**config.mk**
```make
export PLATFORM = sky130hd
export DESIGN_NAME = uart_chan_router
export DESIGN_NICKNAME = d
export VERILOG_FILES = /design/src/rtl/uart_chan_pkg.sv /design/src/rtl/chan_mode_reg.sv /design/src/rtl/chan_line_path.sv /design/src/rtl/chan_bus_path.sv /design/src/rtl/uart_chan_router.sv
export SDC_FILE = /design/constraint.sdc
export NUM_CORES = 1
export LEC_CHECK = 0
export ABC_AREA = 1
export BUFFER_PORTS_ARGS = -buffer_cell sky130_fd_sc_hd__buf_2
export CORE_AREA = 2 2 41 43
export CTS_BUF_LIST = sky130_fd_sc_hd__clkbuf_4 sky130_fd_sc_hd__clkbuf_8
export CTS_CLUSTER_DIAMETER = 150
export DETAILED_ROUTE_END_ITERATION = 7
export DIE_AREA = 0 0 43 45
export HOLD_SLACK_MARGIN = 0.1
export PLACE_DENSITY_LB_ADDON = 0.3
export SLEW_MARGIN = 5
export SYNTH_ARGS = -nofsm -noshare
export SYNTH_HDL_FRONTEND = slang
export SYNTH_SLANG_ARGS = --single-unit
```
**constraint.sdc**
```tcl
create_clock -name clk -period 1.1 [get_ports clk]
set_input_delay 0.22 -clock clk [delete_from_list [all_inputs] [get_ports clk]]
set_output_delay 0.22 -clock clk [all_outputs]
set_load 0.05 [all_outputs]
```
**src/rtl/uart_chan_pkg.sv**
```systemverilog
package uart_chan_pkg;

    typedef enum logic [1:0] {
        CH_NORMAL = 2'd0,
        CH_ECHO   = 2'd1,
        CH_LLOOP  = 2'd2,
        CH_RLOOP  = 2'd3
    } chan_mode_e;

    typedef struct packed {
        logic to_rx;
        logic to_tx;
    } route_t;

    function automatic route_t line_route(chan_mode_e m);
        route_t r;
        r.to_rx = (m == CH_NORMAL) || (m == CH_ECHO);
        r.to_tx = (m == CH_ECHO) || (m == CH_RLOOP);
        return r;
    endfunction

    function automatic route_t bus_route(chan_mode_e m);
        route_t r;
        r.to_rx = (m == CH_LLOOP);
        r.to_tx = (m == CH_NORMAL);
        return r;
    endfunction

endpackage

```
**src/rtl/chan_mode_reg.sv**
```systemverilog
module chan_mode_reg
    import uart_chan_pkg::*;
(
    input  logic       clk,
    input  logic       rst,
    input  logic [1:0] cfg,
    output chan_mode_e mode_q
);

    always_ff @(posedge clk) begin
        if (rst) mode_q <= CH_NORMAL;
        else     mode_q <= chan_mode_e'(cfg);
    end

endmodule

```
**src/rtl/chan_line_path.sv**
```systemverilog
module chan_line_path
    import uart_chan_pkg::*;
(
    input  logic       clk,
    input  logic       rst,
    input  chan_mode_e mode,
    input  logic       line_valid,
    input  logic       rxf_full,
    input  logic       txf_full,
    input  logic       tx_ok,
    output logic       ready,
    output logic       to_rx,
    output logic       to_tx
);

    route_t rt;
    logic   accepted;

    always_comb begin
        rt       = line_route(mode);
        ready    = (rt.to_rx || rt.to_tx)
                   && !(rt.to_rx && rxf_full)
                   && !(rt.to_tx && txf_full);
        accepted = line_valid && ready;
        to_rx    = accepted && rt.to_rx;
        to_tx    = accepted && rt.to_tx && tx_ok;
    end

    a_r5_lloop_not_ready: assert property (@(posedge clk) disable iff (rst)
        (mode == CH_LLOOP) |-> !ready);

    a_r7_echo_needs_both: assert property (@(posedge clk) disable iff (rst)
        (ready && mode == CH_ECHO) |-> (!rxf_full && !txf_full));

    a_r10_line_tx_gated: assert property (@(posedge clk) disable iff (rst)
        to_tx |-> tx_ok);

endmodule

```
**src/rtl/chan_bus_path.sv**
```systemverilog
module chan_bus_path
    import uart_chan_pkg::*;
(
    input  logic       clk,
    input  logic       rst,
    input  chan_mode_e mode,
    input  logic       bus_valid,
    input  logic       rxf_full,
    input  logic       txf_full,
    input  logic       tx_ok,
    output logic       to_rx,
    output logic       to_tx,
    output logic       overrun_q
);

    route_t rt;
    logic   tx_try;

    always_comb begin
        rt     = bus_route(mode);
        tx_try = bus_valid && rt.to_tx && tx_ok;
        to_tx  = tx_try && !txf_full;
        to_rx  = bus_valid && rt.to_rx && !rxf_full;
    end

    always_ff @(posedge clk) begin
        if (rst) overrun_q <= 1'b0;
        else     overrun_q <= tx_try && txf_full;
    end

    a_r9_overrun_cause: assert property (@(posedge clk) disable iff (rst)
        overrun_q |-> $past(bus_valid && txf_full && tx_ok));

    a_r9_overrun_single: assert property (@(posedge clk) disable iff (rst)
        (overrun_q && $past(overrun_q)) |-> $past(bus_valid, 2));

endmodule

```
**src/rtl/uart_chan_router.sv**
```systemverilog
module uart_chan_router
    import uart_chan_pkg::*;
#(
    parameter int DATA_W = 8
) (
    input  logic              clk,
    input  logic              rst,
    input  logic [1:0]        chan_mode_cfg,
    input  logic              tx_enable,
    input  logic              tx_disable,
    input  logic              bus_wr_valid,
    input  logic [DATA_W-1:0] bus_wr_data,
    input  logic              line_rx_valid,
    input  logic [DATA_W-1:0] line_rx_data,
    output logic              line_rx_ready,
    input  logic              txf_full,
    output logic              txf_push,
    output logic [DATA_W-1:0] txf_data,
    input  logic              rxf_full,
    output logic              rxf_push,
    output logic [DATA_W-1:0] rxf_data,
    output logic              tx_overrun
);

    chan_mode_e mode_q;
    logic       tx_ok;
    logic       l_rx, l_tx, b_rx, b_tx;

    assign tx_ok = tx_enable && !tx_disable;

    chan_mode_reg u_mode (
        .clk    (clk),
        .rst    (rst),
        .cfg    (chan_mode_cfg),
        .mode_q (mode_q)
    );

    chan_line_path u_line (
        .clk        (clk),
        .rst        (rst),
        .mode       (mode_q),
        .line_valid (line_rx_valid),
        .rxf_full   (rxf_full),
        .txf_full   (txf_full),
        .tx_ok      (tx_ok),
        .ready      (line_rx_ready),
        .to_rx      (l_rx),
        .to_tx      (l_tx)
    );

    chan_bus_path u_bus (
        .clk       (clk),
        .rst       (rst),
        .mode      (mode_q),
        .bus_valid (bus_wr_valid),
        .rxf_full  (rxf_full),
        .txf_full  (txf_full),
        .tx_ok     (tx_ok),
        .to_rx     (b_rx),
        .to_tx     (b_tx),
        .overrun_q (tx_overrun)
    );

    always_comb begin
        txf_push = l_tx || b_tx;
        rxf_push = l_rx || b_rx;
        txf_data = l_tx ? line_rx_data : bus_wr_data;
        rxf_data = l_rx ? line_rx_data : bus_wr_data;
    end

    a_r8_no_tx_overflow: assert property (@(posedge clk) disable iff (rst)
        txf_push |-> !txf_full);

    a_r8_no_rx_overflow: assert property (@(posedge clk) disable iff (rst)
        rxf_push |-> !rxf_full);

    a_r10_tx_push_gated: assert property (@(posedge clk) disable iff (rst)
        txf_push |-> (tx_enable && !tx_disable));

    a_r3_single_source_tx: assert property (@(posedge clk) disable iff (rst)
        !(l_tx && b_tx));

    a_r3_single_source_rx: assert property (@(posedge clk) disable iff (rst)
        !(l_rx && b_rx));

endmodule

```
==> impl_metrics.csv <==
group,metric,value,unit
run,max-cap-violations,0,
yosys,syn-cell-area,460,sq um
drt,drt.antenna.violating_nets,0,
timing,period_needed,1.79,ns
layout,num-fill-cells,86,
worst_setup_path,cp_slowest_stage_delay,0.34,ns
timing,setup_total_negative_slack,-11.56,ns
global_routing,grt_antenna_before_repair,0,
worst_setup_path,timing.setup.critical_path_class,"reg2out",
timing,final_hold_viol_count,0,
clock_tree,cts.reportedPaths.clkPinSlew,0.04,ns
drt,number_of_vias_after_detailed_routing,834,
clock_tree,numCtsBuffers,3,
yosys,gate_count_post_synth,78,
clock_tree,cts_root_buffer,"clkbuf_4",
outcome,violations,"negative setup slack",
worst_setup_path,crit_arrival,1.57,ns
clock_tree,insertion_delay,0.24,ns
worst_setup_path,cp_max_fo,5,
timing,fin_skew,0.00178,ns
power_and_ir_drop,power-per-cell-area,867,nW/um^2
timing,transition_at_the_pin_with_the_smallest_max_transition_slack,0.258,ns
layout,drive_gt1_share,74.5,%
placement,hpwlAfterDp,1320,um
drt,drt_pre_antenna_iters,4,
die,ios,46,
layout,finish.instance_area,1230,sq um
timing,maxSlewViolCount,0,
power_and_ir_drop,pwr-share-clk,22.2,%
drt,postRouteWirelength,2420,um
global_routing,global_route_wire_length_before_repair,2850,um
die,initial_core_util,31.3,%
yosys,synthesis.area_per_instance,5.90,sq um
worst_setup_path,critPathLaunchType,"flop",
power_and_ir_drop,net-switching-power,500,uW
clock_tree,cts_htree_levels,1,
drt,detail_route.iter0.violations,7,
drt,detail_route.vias_per_cell,5.18,
die,die-height,45,um
timing,finalSetupViolations,19,
layout,postLayoutCoreUtil,83.8,%
placement,port_buffers,45,
clock_tree,cts_tree,"built",
yosys,synth_seq_cells,3,
yosys,synth_seq_area_share,13.0,%
die,core,1470,sq um
placement,place_area,912,sq um
timing,setup_repair_after_global_routing_missed_its_margin,"true",
outcome,outcome,"complete, but fails checks",
worst_setup_path,setup.worst_path.end_class,"output pin",
layout,finish.net_count,172,
power_and_ir_drop,cellInternalPower,568,uW
die,dieArea,1940,sq um
worst_setup_path,crit_path_cell_trace,"inv_2, nand2_4, nand2_4, nor2_8, buf_12, nand3_4, nand2_1, nand2_4, buf_8",
power_and_ir_drop,irDropWorstVdd,0.000727,V
worst_setup_path,worst_path_most_repeated_cell,"nand2_4",
worst_setup_path,slowest_stage,"dfxtp_2",
layout,antenna_cells,0,
yosys,synth.lib_cells_used.distinct,15,
timing,max_freq,559,MHz
global_routing,grt_pass1_vias,685,
global_routing,grt_max_degree,12,
timing,final_ws_setup,-0.688,ns
global_routing,globalRouteTotalUtil,19.7,%
layout,area_added_between_synthesis_and_finish,168,%
worst_hold_path,hp-class,"in2reg",
timing,slew_headroom,82.8,%
die,placement_rows,14,
power_and_ir_drop,power,1070,uW
yosys,synth.net_count,104,
power_and_ir_drop,comb_power_share,66.6,%
power_and_ir_drop,seq_power_share,11.2,%
clock_tree,clock-sinks,3,
timing,period_share,163,%
clock_tree,clock_path_buffers,2,
drt,drc,0,
yosys,yosysWarningCount,0,
power_and_ir_drop,p_leak,0.000618,uW
global_routing,globalRouteOverflowTotal,0,
worst_setup_path,crit_required,0.88,ns
power_and_ir_drop,sw_ratio,46.8,%
die,die_width,43,um
placement,gp_congestion,0.760,
drt,route.detailed.wl_per_inst,15.0,um
## layer usage
layer	GRT usage (%)	up-vias	share of wire (%)	wire, um
li1	-	407	-	-
met1	21.3	382	35	843
met2	38.5	38	58	1400
met3	2.00	7	5.6	136
met4	9.09	0	1.6	39
met5	0	-	0	0
## cell families (layout without fill, tap and decap cells)
family | Yosys count | after routing | share of synthesized area (%)
AND/OR/NAND/NOR | 63 | 65 | 74.5
flip-flops | 3 | 3 | 13.0
buffers and inverters | 10 | 75 | 10.3
AO/OA/AOI/OAI | 2 | 2 | 2.17
## cell usage after synthesis
cell type	n	area (sq um)
nor2_1	3	11.3
inv_1	6	22.5
inv_2	1	3.75
nor2_8	1	20.0
nand4_1	16	100
nand3_4	2	35.0
o21ai_1	2	10.0
nor3_1	1	5.00
buf_2	2	10.0
nor2_2	2	12.5
buf_6	1	11.3
nand2_4	2	22.5
nand2_1	35	131
nand3_1	1	5.00
dfxtp_1	3	60.1
## power by group through the flow
stage | Combinational (uW) | Sequential, uW | Clock, uW
after floorplan | 370 | 122 | 0
after global placement | 517 | 121 | 0
after detailed placement | 526 | 121 | 0
after CTS | 591 | 119 | 233
after global routing | 744 | 120 | 246
final | 712 | 119 | 237
## final cells by class
cell class | instances | area (sq um) | area share (%)
repair buffers | 64 | 553 | 44.9
multi-input cells | 67 | 534 | 43.4
flip-flops and latches | 3 | 65.1 | 5.28
clock buffers | 4 | 30.0 | 2.44
inverters | 7 | 30.0 | 2.44
well taps | 16 | 20.0 | 1.62
## state kept, by name, indices dropped and copies added, names as in the netlist
| signal | cells |
|---|---|
| u_bus.overrun_q | 1 |
| u_mode.mode_q | 2 |
## worst max-delay path: cells and delay by family (launching register included)
kind / cells / cell delay (ns)
flops: 1 / 0.34
simple gates: 6 / 0.64
buf+inv: 3 / 0.34
## repair_timing
action                                  in CTS  in global routing
pin swaps                                    0                  3
setup buffers                                0                  4
hold buffers                                 0                  0
endpoints found under the setup margin      20                 20
gates cloned                                 0                  2
resized for setup                           33                 34
## per-stage QoR
| step | cells | setup slack [ns] | hold WS (ns) |
|---|---|---|---|
| floorplan | 78 | -0.267 | 0.284 |
| global placement | 151 | -0.381 | 0.401 |
| detailed placement | 151 | -0.392 | 0.405 |
| CTS | 155 | -0.588 | 0.151 |
| global route | 161 | -0.747 | 0.178 |
| finish | 161 | -0.688 | 0.177 |
## layout by cell type (no fill, tap or decap), types with 3 or more instances in the layout
master / count
buf_2: 26
clkbuf_4: 4
nor2_1: 3
nand4_1: 16
nand2_4: 15
buf_8: 8
nand2_2: 10
nand3_4: 4
nand2_1: 12
buf_4: 14
inv_1: 5
buf_6: 14
## final timing paths
path	slack (ns)	cells past startpoint	startpoint	endpoint
setup reg to reg	0.01	5	u_mode.mode_q[1]	u_bus.overrun_q
hold / removal	0.18	3	chan_mode_cfg[1]	u_mode.mode_q[1]
hold reg to reg	0.67	4	u_mode.mode_q[0]	u_bus.overrun_q
setup / recovery	-0.69	9	u_mode.mode_q[0]	rxf_data[5]
(Power assumes the default switching activity.)
